`config.mk`:
```
export PLATFORM = sky130hd
export DESIGN_NAME = tws_regslave
export DESIGN_NICKNAME = d
export VERILOG_FILES = /design/src/rtl/tws_pkg.sv /design/src/rtl/tws_sync.sv /design/src/rtl/tws_regbank.sv /design/src/rtl/tws_engine.sv /design/src/rtl/tws_regslave.sv
export SDC_FILE = /design/constraint.sdc
export NUM_CORES = 1
export LEC_CHECK = 0
export CORE_MARGIN = 2
export CORE_UTILIZATION = 40
export DETAILED_ROUTE_END_ITERATION = 6
export HOLD_SLACK_MARGIN = 0.1
export MAX_ROUTING_LAYER = met4
export SYNTH_ARGS = -nofsm -noshare
export SYNTH_HDL_FRONTEND = slang
export SYNTH_SLANG_ARGS = --single-unit
```
`constraint.sdc`:
```
create_clock -name clk -period 17.5 [get_ports clk]
set_input_delay 4.375 -clock clk [delete_from_list [all_inputs] [get_ports clk]]
set_output_delay 4.375 -clock clk [all_outputs]
set_load 0.05 [all_outputs]
```
`src/rtl/tws_pkg.sv`:
```
package tws_pkg;

  typedef enum logic [2:0] {
    ST_IDLE,
    ST_RECV,
    ST_ACKOUT,
    ST_SEND,
    ST_ACKIN
  } tws_state_e;

  typedef enum logic [1:0] {
    ROLE_DEV,
    ROLE_REG,
    ROLE_DATA
  } tws_role_e;

endpackage

```
`src/rtl/tws_sync.sv`:
```
module tws_sync #(
  parameter int STAGES = 2
) (
  input  logic clk,
  input  logic rst_n,
  input  logic scl_i,
  input  logic sda_i,
  output logic scl_s,
  output logic sda_s,
  output logic scl_rise,
  output logic scl_fall,
  output logic start_det,
  output logic stop_det
);

  localparam int NLINES = 2;

  logic [NLINES-1:0] line_in;
  logic [NLINES-1:0] line_s;
  logic [NLINES-1:0] line_d;

  assign line_in = {sda_i, scl_i};

  for (genvar g = 0; g < NLINES; g++) begin : g_line
    logic [STAGES:0] pipe_q;
    logic [STAGES:0] pipe_d;

    always_comb begin
      pipe_d = {pipe_q[STAGES-1:0], line_in[g]};
    end

    always_ff @(posedge clk or negedge rst_n) begin
      if (!rst_n) begin
        pipe_q <= '1;
      end else begin
        pipe_q <= pipe_d;
      end
    end

    assign line_s[g] = pipe_q[STAGES-1];
    assign line_d[g] = pipe_q[STAGES];
  end

  logic scl_d;
  logic sda_d;

  assign scl_s = line_s[0];
  assign sda_s = line_s[1];
  assign scl_d = line_d[0];
  assign sda_d = line_d[1];

  assign scl_rise  =  scl_s & ~scl_d;
  assign scl_fall  = ~scl_s &  scl_d;
  assign start_det =  scl_s &  scl_d &  sda_d & ~sda_s;
  assign stop_det  =  scl_s &  scl_d & ~sda_d &  sda_s;

endmodule

```
`src/rtl/tws_regbank.sv`:
```
module tws_regbank #(
  parameter int NUM_REGS = 26,
  parameter int PTR_W    = 5
) (
  input  logic                  clk,
  input  logic                  rst_n,
  input  logic                  wr_en,
  input  logic [PTR_W-1:0]      addr,
  input  logic [7:0]            wr_data,
  output logic [7:0]            rd_data,
  output logic [NUM_REGS*8-1:0] regs_flat
);

  logic [7:0] regs_q [NUM_REGS];

  for (genvar g = 0; g < NUM_REGS; g++) begin : g_reg
    logic       sel_en;
    logic [7:0] reg_d;

    assign sel_en = wr_en && (int'(addr) == g);

    always_comb begin
      reg_d = regs_q[g];
      if (sel_en) begin
        reg_d = wr_data;
      end
    end

    always_ff @(posedge clk or negedge rst_n) begin
      if (!rst_n) begin
        regs_q[g] <= 8'h00;
      end else begin
        regs_q[g] <= reg_d;
      end
    end

    assign regs_flat[g*8 +: 8] = regs_q[g];
  end

  always_comb begin
    rd_data = 8'h00;
    if (int'(addr) < NUM_REGS) begin
      rd_data = regs_q[addr];
    end
  end

endmodule

```
`src/rtl/tws_engine.sv`:
```
module tws_engine
  import tws_pkg::*;
#(
  parameter int         NUM_REGS    = 26,
  parameter int         PTR_W       = 5,
  parameter logic [5:0] DEV_ADDR_HI = 6'b100110
) (
  input  logic             clk,
  input  logic             rst_n,
  input  logic             sda_s,
  input  logic             scl_rise,
  input  logic             scl_fall,
  input  logic             start_det,
  input  logic             stop_det,
  input  logic             addr_sel,
  input  logic [7:0]       rd_data,
  output logic             pull_o,
  output logic             wr_en_o,
  output logic [PTR_W-1:0] ptr_o,
  output logic [7:0]       wr_data_o
);

  localparam logic [PTR_W-1:0] LAST_PTR  = PTR_W'(NUM_REGS - 1);
  localparam logic [7:0]       LAST_BYTE = 8'(NUM_REGS - 1);
  localparam logic [3:0]       BITS_LAST = 4'd7;
  localparam logic [3:0]       BITS_DONE = 4'd8;

  tws_state_e       state_q, state_d;
  tws_role_e        role_q,  role_d;
  logic [3:0]       cnt_q,   cnt_d;
  logic [7:0]       shreg_q, shreg_d;
  logic [7:0]       txd_q,   txd_d;
  logic             ack_q,   ack_d;
  logic             rw_q,    rw_d;
  logic             mack_q,  mack_d;
  logic             pull_q,  pull_d;
  logic [PTR_W-1:0] ptr_q,   ptr_d;

  logic [7:0]       byte_full;
  logic [PTR_W-1:0] ptr_step;
  logic             wr_en;

  assign byte_full = {shreg_q[6:0], sda_s};
  assign ptr_step  = (ptr_q == LAST_PTR) ? LAST_PTR : ptr_q + 1'b1;

  always_comb begin
    state_d = state_q;
    role_d  = role_q;
    cnt_d   = cnt_q;
    shreg_d = shreg_q;
    txd_d   = txd_q;
    ack_d   = ack_q;
    rw_d    = rw_q;
    mack_d  = mack_q;
    pull_d  = pull_q;
    ptr_d   = ptr_q;
    wr_en   = 1'b0;

    if (stop_det) begin
      state_d = ST_IDLE;
      pull_d  = 1'b0;
    end else if (start_det) begin
      state_d = ST_RECV;
      role_d  = ROLE_DEV;
      cnt_d   = 4'd0;
      pull_d  = 1'b0;
    end else begin
      unique case (state_q)
        ST_RECV: begin
          if (scl_rise) begin
            shreg_d = byte_full;
            cnt_d   = cnt_q + 4'd1;
            if (cnt_q == BITS_LAST) begin
              unique case (role_q)
                ROLE_DEV: begin
                  ack_d = (byte_full[7:1] == {DEV_ADDR_HI, addr_sel});
                  rw_d  = byte_full[0];
                end
                ROLE_REG: begin
                  ack_d = (byte_full <= LAST_BYTE);
                  if (byte_full <= LAST_BYTE) begin
                    ptr_d = byte_full[PTR_W-1:0];
                  end
                end
                default: begin
                  ack_d = 1'b1;
                  wr_en = 1'b1;
                  ptr_d = ptr_step;
                end
              endcase
            end
          end else if (scl_fall && (cnt_q == BITS_DONE)) begin
            if (ack_q) begin
              pull_d  = 1'b1;
              state_d = ST_ACKOUT;
            end else begin
              pull_d  = 1'b0;
              state_d = ST_IDLE;
            end
          end
        end

        ST_ACKOUT: begin
          if (scl_fall) begin
            cnt_d = 4'd0;
            if ((role_q == ROLE_DEV) && rw_q) begin
              txd_d   = rd_data;
              pull_d  = ~rd_data[7];
              state_d = ST_SEND;
            end else begin
              pull_d  = 1'b0;
              state_d = ST_RECV;
              role_d  = (role_q == ROLE_DEV) ? ROLE_REG : ROLE_DATA;
            end
          end
        end

        ST_SEND: begin
          if (scl_rise) begin
            cnt_d = cnt_q + 4'd1;
          end else if (scl_fall) begin
            if (cnt_q == BITS_DONE) begin
              pull_d  = 1'b0;
              ptr_d   = ptr_step;
              state_d = ST_ACKIN;
            end else begin
              txd_d  = {txd_q[6:0], 1'b0};
              pull_d = ~txd_q[6];
            end
          end
        end

        ST_ACKIN: begin
          if (scl_rise) begin
            mack_d = ~sda_s;
          end else if (scl_fall) begin
            cnt_d = 4'd0;
            if (mack_q) begin
              txd_d   = rd_data;
              pull_d  = ~rd_data[7];
              state_d = ST_SEND;
            end else begin
              pull_d  = 1'b0;
              state_d = ST_IDLE;
            end
          end
        end

        default: begin
          pull_d = 1'b0;
        end
      endcase
    end
  end

  always_ff @(posedge clk or negedge rst_n) begin
    if (!rst_n) begin
      state_q <= ST_IDLE;
      role_q  <= ROLE_DEV;
      cnt_q   <= 4'd0;
      shreg_q <= 8'h00;
      txd_q   <= 8'h00;
      ack_q   <= 1'b0;
      rw_q    <= 1'b0;
      mack_q  <= 1'b0;
      pull_q  <= 1'b0;
      ptr_q   <= '0;
    end else begin
      state_q <= state_d;
      role_q  <= role_d;
      cnt_q   <= cnt_d;
      shreg_q <= shreg_d;
      txd_q   <= txd_d;
      ack_q   <= ack_d;
      rw_q    <= rw_d;
      mack_q  <= mack_d;
      pull_q  <= pull_d;
      ptr_q   <= ptr_d;
    end
  end

  assign pull_o    = pull_q;
  assign wr_en_o   = wr_en;
  assign ptr_o     = ptr_q;
  assign wr_data_o = byte_full;

endmodule

```
`src/rtl/tws_regslave.sv`:
```
module tws_regslave #(
  parameter int         NUM_REGS    = 26,
  parameter int         SYNC_STAGES = 2,
  parameter logic [5:0] DEV_ADDR_HI = 6'b100110
) (
  input  logic                  clk,
  input  logic                  rst_n,
  input  logic                  scl_i,
  input  logic                  sda_i,
  input  logic                  addr_sel_i,
  output logic                  sda_pull_o,
  output logic [NUM_REGS*8-1:0] cfg_o
);

  localparam int PTR_W = $clog2(NUM_REGS);

  logic [1:0] rst_pipe_q;
  logic       rst_sync_n;

  always_ff @(posedge clk or negedge rst_n) begin
    if (!rst_n) begin
      rst_pipe_q <= 2'b00;
    end else begin
      rst_pipe_q <= {rst_pipe_q[0], 1'b1};
    end
  end

  assign rst_sync_n = rst_pipe_q[1];

  logic             scl_s;
  logic             sda_s;
  logic             scl_rise;
  logic             scl_fall;
  logic             start_det;
  logic             stop_det;
  logic             wr_en;
  logic [PTR_W-1:0] ptr;
  logic [7:0]       wr_data;
  logic [7:0]       rd_data;

  tws_sync #(
    .STAGES (SYNC_STAGES)
  ) u_sync (
    .clk       (clk),
    .rst_n     (rst_sync_n),
    .scl_i     (scl_i),
    .sda_i     (sda_i),
    .scl_s     (scl_s),
    .sda_s     (sda_s),
    .scl_rise  (scl_rise),
    .scl_fall  (scl_fall),
    .start_det (start_det),
    .stop_det  (stop_det)
  );

  tws_engine #(
    .NUM_REGS    (NUM_REGS),
    .PTR_W       (PTR_W),
    .DEV_ADDR_HI (DEV_ADDR_HI)
  ) u_engine (
    .clk       (clk),
    .rst_n     (rst_sync_n),
    .sda_s     (sda_s),
    .scl_rise  (scl_rise),
    .scl_fall  (scl_fall),
    .start_det (start_det),
    .stop_det  (stop_det),
    .addr_sel  (addr_sel_i),
    .rd_data   (rd_data),
    .pull_o    (sda_pull_o),
    .wr_en_o   (wr_en),
    .ptr_o     (ptr),
    .wr_data_o (wr_data)
  );

  tws_regbank #(
    .NUM_REGS (NUM_REGS),
    .PTR_W    (PTR_W)
  ) u_regbank (
    .clk       (clk),
    .rst_n     (rst_sync_n),
    .wr_en     (wr_en),
    .addr      (ptr),
    .wr_data   (wr_data),
    .rd_data   (rd_data),
    .regs_flat (cfg_o)
  );

endmodule

```
==> impl_metrics.env <==
export IMPL_worstReg2RegEnd="u_regbank.regs_flat[123]$_DFFE_PN0P_"
export IMPL_maximum_number_of_pins_on_one_net_before_global_route_repair=74
export IMPL_postCtsSetupBuffers=0
export IMPL_final_setup_skew_ps=9.814
export IMPL_timing_critical_path_required_ps=13120
export IMPL_setup_total_negative_slack_ps=0
export IMPL_worst_ep_arrival_time_ps=1850
export IMPL_syn_cell_area_um2=11620
export IMPL_synth_lib_cells_used_distinct=60
export IMPL_crit_family="buffers and inverters"
export IMPL_final_cells=1428
export IMPL_gp_congestion=0.8439
export IMPL_final_min_period_over_clock_period_pct=35.57
export IMPL_syn_num_nets=843
export IMPL_power_share_of_the_combinational_group_pct=12.1
export IMPL_power_sequential_fraction_pct=46.9
export IMPL_drc_errors=0
export IMPL_synth_cells=831
export IMPL_global_route_overflow_total=0
export IMPL_status="completed"
export IMPL_floorplan_rows=62
export IMPL_place_hpwl_um=24080
export IMPL_grt_first_pass_wirelength_um=53890
export IMPL_vdd_ir_drop_max_mv=0.06183
export IMPL_ys_ff_latch=248
export IMPL_final_layout_size_suffix_gt1_share_pct=31.51
export IMPL_setup_repair_after_global_routing_missed_its_margin="no"
export IMPL_maxClockFrequency_ghz=0.1606
export IMPL_clock_sinks=248
export IMPL_worst_setup_path_startpoint="u_regbank.regs_flat[199]$_DFFE_PN0P_"
export IMPL_cts_htree_levels=1
export IMPL_cell_count_after_placement=1380
export IMPL_share_clk_of_total_power_pct=41.0
export IMPL_area_growth_synth_to_final_pct=28.34
export IMPL_synth_top_cells_by_area="sky130_fd_sc_hd__dfrtp_1 (52%), sky130_fd_sc_hd__mux2_2 (21%), sky130_fd_sc_hd__mux4_2 (8.5%), sky130_fd_sc_hd__mux2i_1 (2.4%), sky130_fd_sc_hd__nand2_1 (1.7%)"
export IMPL_timing_critical_path_to="cfg_o[199]"
export IMPL_most_repeated_cell_in_the_gate_level_netlist_after_synthesis="sky130_fd_sc_hd__dfrtp_1"
export IMPL_timing_critical_path_depth=1
export IMPL_netlist_top_cells_count="sky130_fd_sc_hd__dfrtp_1 (242), sky130_fd_sc_hd__mux2_2 (216), sky130_fd_sc_hd__nand2_1 (54), sky130_fd_sc_hd__clkbuf_1 (45), sky130_fd_sc_hd__mux4_2 (44)"
export IMPL_minimum_clock_period_after_layout_ps=6225
export IMPL_max_cap_viol_count=0
export IMPL_r2r_worst_path_cells=7
export IMPL_avgViaCountPerCell=5.517
export IMPL_cts_tree="done"
export IMPL_numCtsBuffers=28
export IMPL_worstHoldPathType="flop to async pin"
export IMPL_path_class="flop to output port"
export IMPL_tightest_slew_ps=1049
export IMPL_critPathSlowestCell="sky130_fd_sc_hd__clkdlybuf4s50_1"
export IMPL_timing_final_hold_violations=0
export IMPL_route_detailed_wl_per_inst_um=24.65
export IMPL_critical_path_startpoint_type="flop"
export IMPL_maxSlewViolCount=0
export IMPL_hold_worst_slack_ps=315.4
export IMPL_clock_insertion_delay_worst_skew_ps=540
export IMPL_rr_startpoint="u_engine.ptr_o[0]$_DFFE_PN0P_"
export IMPL_io_pin_count=214
export IMPL_cts_root_buf="sky130_fd_sc_hd__clkbuf_16"
export IMPL_synth_edf_count=0
export IMPL_ctsResizeCount=0
export IMPL_cell_accounting_for_the_most_synthesized_area="sky130_fd_sc_hd__dfrtp_1"
export IMPL_placed_cell_area_um2=14090
export IMPL_fraction_of_synthesized_cell_area_taken_by_the_top_area_cell_type_pct=52.11
export IMPL_insertedDiodeCount=0
export IMPL_first_global_vias=8306
export IMPL_crit_path_max_fanout=3
export IMPL_critical_path_n_buffers_inverters=1
export IMPL_postSynthAreaPerCell_um2=13.98
export IMPL_die_y_um=174.5
export IMPL_critical_path_endpoint_category="output port"
export IMPL_ff_latch_area_um2=6222
export IMPL_total_power_mw=1.314
export IMPL_portBuffers=213
export IMPL_die_area_um2=30430
export IMPL_floorplan_core_area_um2=28630
export IMPL_final_cell_area_um2=14910
export IMPL_antenna_nets_post_route=0
export IMPL_ys_seq_area_share_pct=53.47
export IMPL_power_leakage_nw=6.644
export IMPL_setup_viol=0
export IMPL_detailroute_via_count=7878
export IMPL_die_w_um=174.5
export IMPL_synth_async_sr_flop_share_pct=100.0
export IMPL_power_density_nw_per_um2=88.10
export IMPL_netSwitchingFraction_pct=27.76
export IMPL_groute_usage_overall_pct=24.16
export IMPL_multiInputGateArea_um2=5137
export IMPL_holdBufCountCts=0
export IMPL_worst_path_largest_cell_delay_ps=850
export IMPL_grt_antenna_before_repair=0
export IMPL_wl_um=35200
export IMPL_cts_clk_slew_worst_paths_ps=60
export IMPL_floorplan_initialDensity_pct=40.60
export IMPL_net_switching_power_mw=0.3648
export IMPL_yosys_most_used_dff="sky130_fd_sc_hd__dfrtp_1"
export IMPL_timing_max_slew_rel_slack_pct=30.05
export IMPL_power_internal_mw=0.9492
export IMPL_crit_path_cell_trace="clkdlybuf4s50_1"
export IMPL_fill_cell_total_of_the_finished_layout=2468
export IMPL_synth_yosys_warnings=0
export IMPL_first_iter_violations=610
export IMPL_drt_pre_antenna_iters=5
export IMPL_worst_r2r_setup_slack_ps=14310
export IMPL_cts_root_to_sink_buffers=3
export IMPL_finish_net_count=1038
per-stage QoR:
| stage | utilization (%) | setup slack (ps) |
|---|---|---|
| 6_report | 52.10 | 11270 |
| 5_1_grt | 52.10 | 11230 |
| 4_1_cts | 52.10 | 11240 |
| 3_5_place_dp | 49.23 | 11810 |
| 3_3_place_gp | 49.23 | 11810 |
| 2_1_floorplan | - | 10090 |
sequential cells by signal, indices dropped and copies added (netlist names):
register / cells
rst_pipe_q: 2
u_engine.ack_q: 1
u_engine.cnt_q: 4
u_engine.mack_q: 1
u_engine.ptr_o: 5
u_engine.pull_o: 1
u_engine.role_q: 2
u_engine.rw_q: 1
u_engine.shreg_q: 7
u_engine.state_q: 3
u_engine.txd_q: 7
u_regbank.regs_flat: 208
u_sync.g_line.pipe_q: 6
final cells by class:
| cell class | instances | area share [%] |
|---|---|---|
| clock buffer | 44 | 5.378 |
| clock inverter | 4 | 0.1342 |
| inverter | 8 | 0.2013 |
| multi-input combinational | 515 | 34.45 |
| sequential | 248 | 41.72 |
| tap | 384 | 3.221 |
| timing repair buffer | 225 | 14.90 |
placed cells by master, fill, tap and decap left out, drive strengths merged, types with 7 or more instances in the layout:
master	n
dfrtp	242
mux2	223
clkdlybuf4s50	213
nand2	58
mux4	44
clkbuf	44
mux2i	28
nor2	19
a21oi	15
buf	12
o21ai	11
o221ai	11
o211ai	9
nand3	8
inv	8
ha	7
nor3	7
power groups by stage:
stage	clock network, mW	logic [mW]	registers, mW
after global placement	0	0.160	0.626
after detailed placement	0	0.159	0.626
after global routing	0.577	0.179	0.620
after floorplan	0	0.116	0.618
final	0.539	0.159	0.616
after CTS	0.549	0.160	0.616
how the worst min path moves through the flow:
stage	start	endpoint	slack, ps	cells past startpoint
after floorplan	rst_pipe_q[0]$_DFF_PN0_	rst_pipe_q[1]$_DFF_PN0_	330	0
after global placement	rst_pipe_q[1]$_DFF_PN0_	u_regbank.regs_flat[84]$_DFFE_PN0P_	340	0
after detailed placement	rst_pipe_q[1]$_DFF_PN0_	u_regbank.regs_flat[83]$_DFFE_PN0P_	340	0
after CTS	rst_pipe_q[1]$_DFF_PN0_	u_regbank.regs_flat[81]$_DFFE_PN0P_	340	0
after global routing	rst_pipe_q[0]$_DFF_PN0_	rst_pipe_q[1]$_DFF_PN0_	360	0
final	rst_pipe_q[1]$_DFF_PN0_	u_regbank.regs_flat[161]$_DFFE_PN0P_	320	0
cells by family after synthesis:
group	Yosys count	share of synthesized area, %
adder cells (fa/ha/maj)	7	0.7536
XOR/XNOR	4	0.3014
buffers and inverters	68	2.326
multiplexers	295	32.55
AO/OA/AOI/OAI	85	5.265
AND/OR/NAND/NOR	123	5.308
other	1	0.03227
flip-flops	248	53.47
layer usage:
metal / global-route usage [%] / vias up / wire length, µm
met5: - / - / 0
met4: 6.478 / 0 / 1000
met3: 5.949 / 58 / 2225
met2: 37.05 / 224 / 16660
met1: 32.17 / 4111 / 15320
li1: - / 3485 / -
No activity file was read; power rests on OpenSTA's default activity.
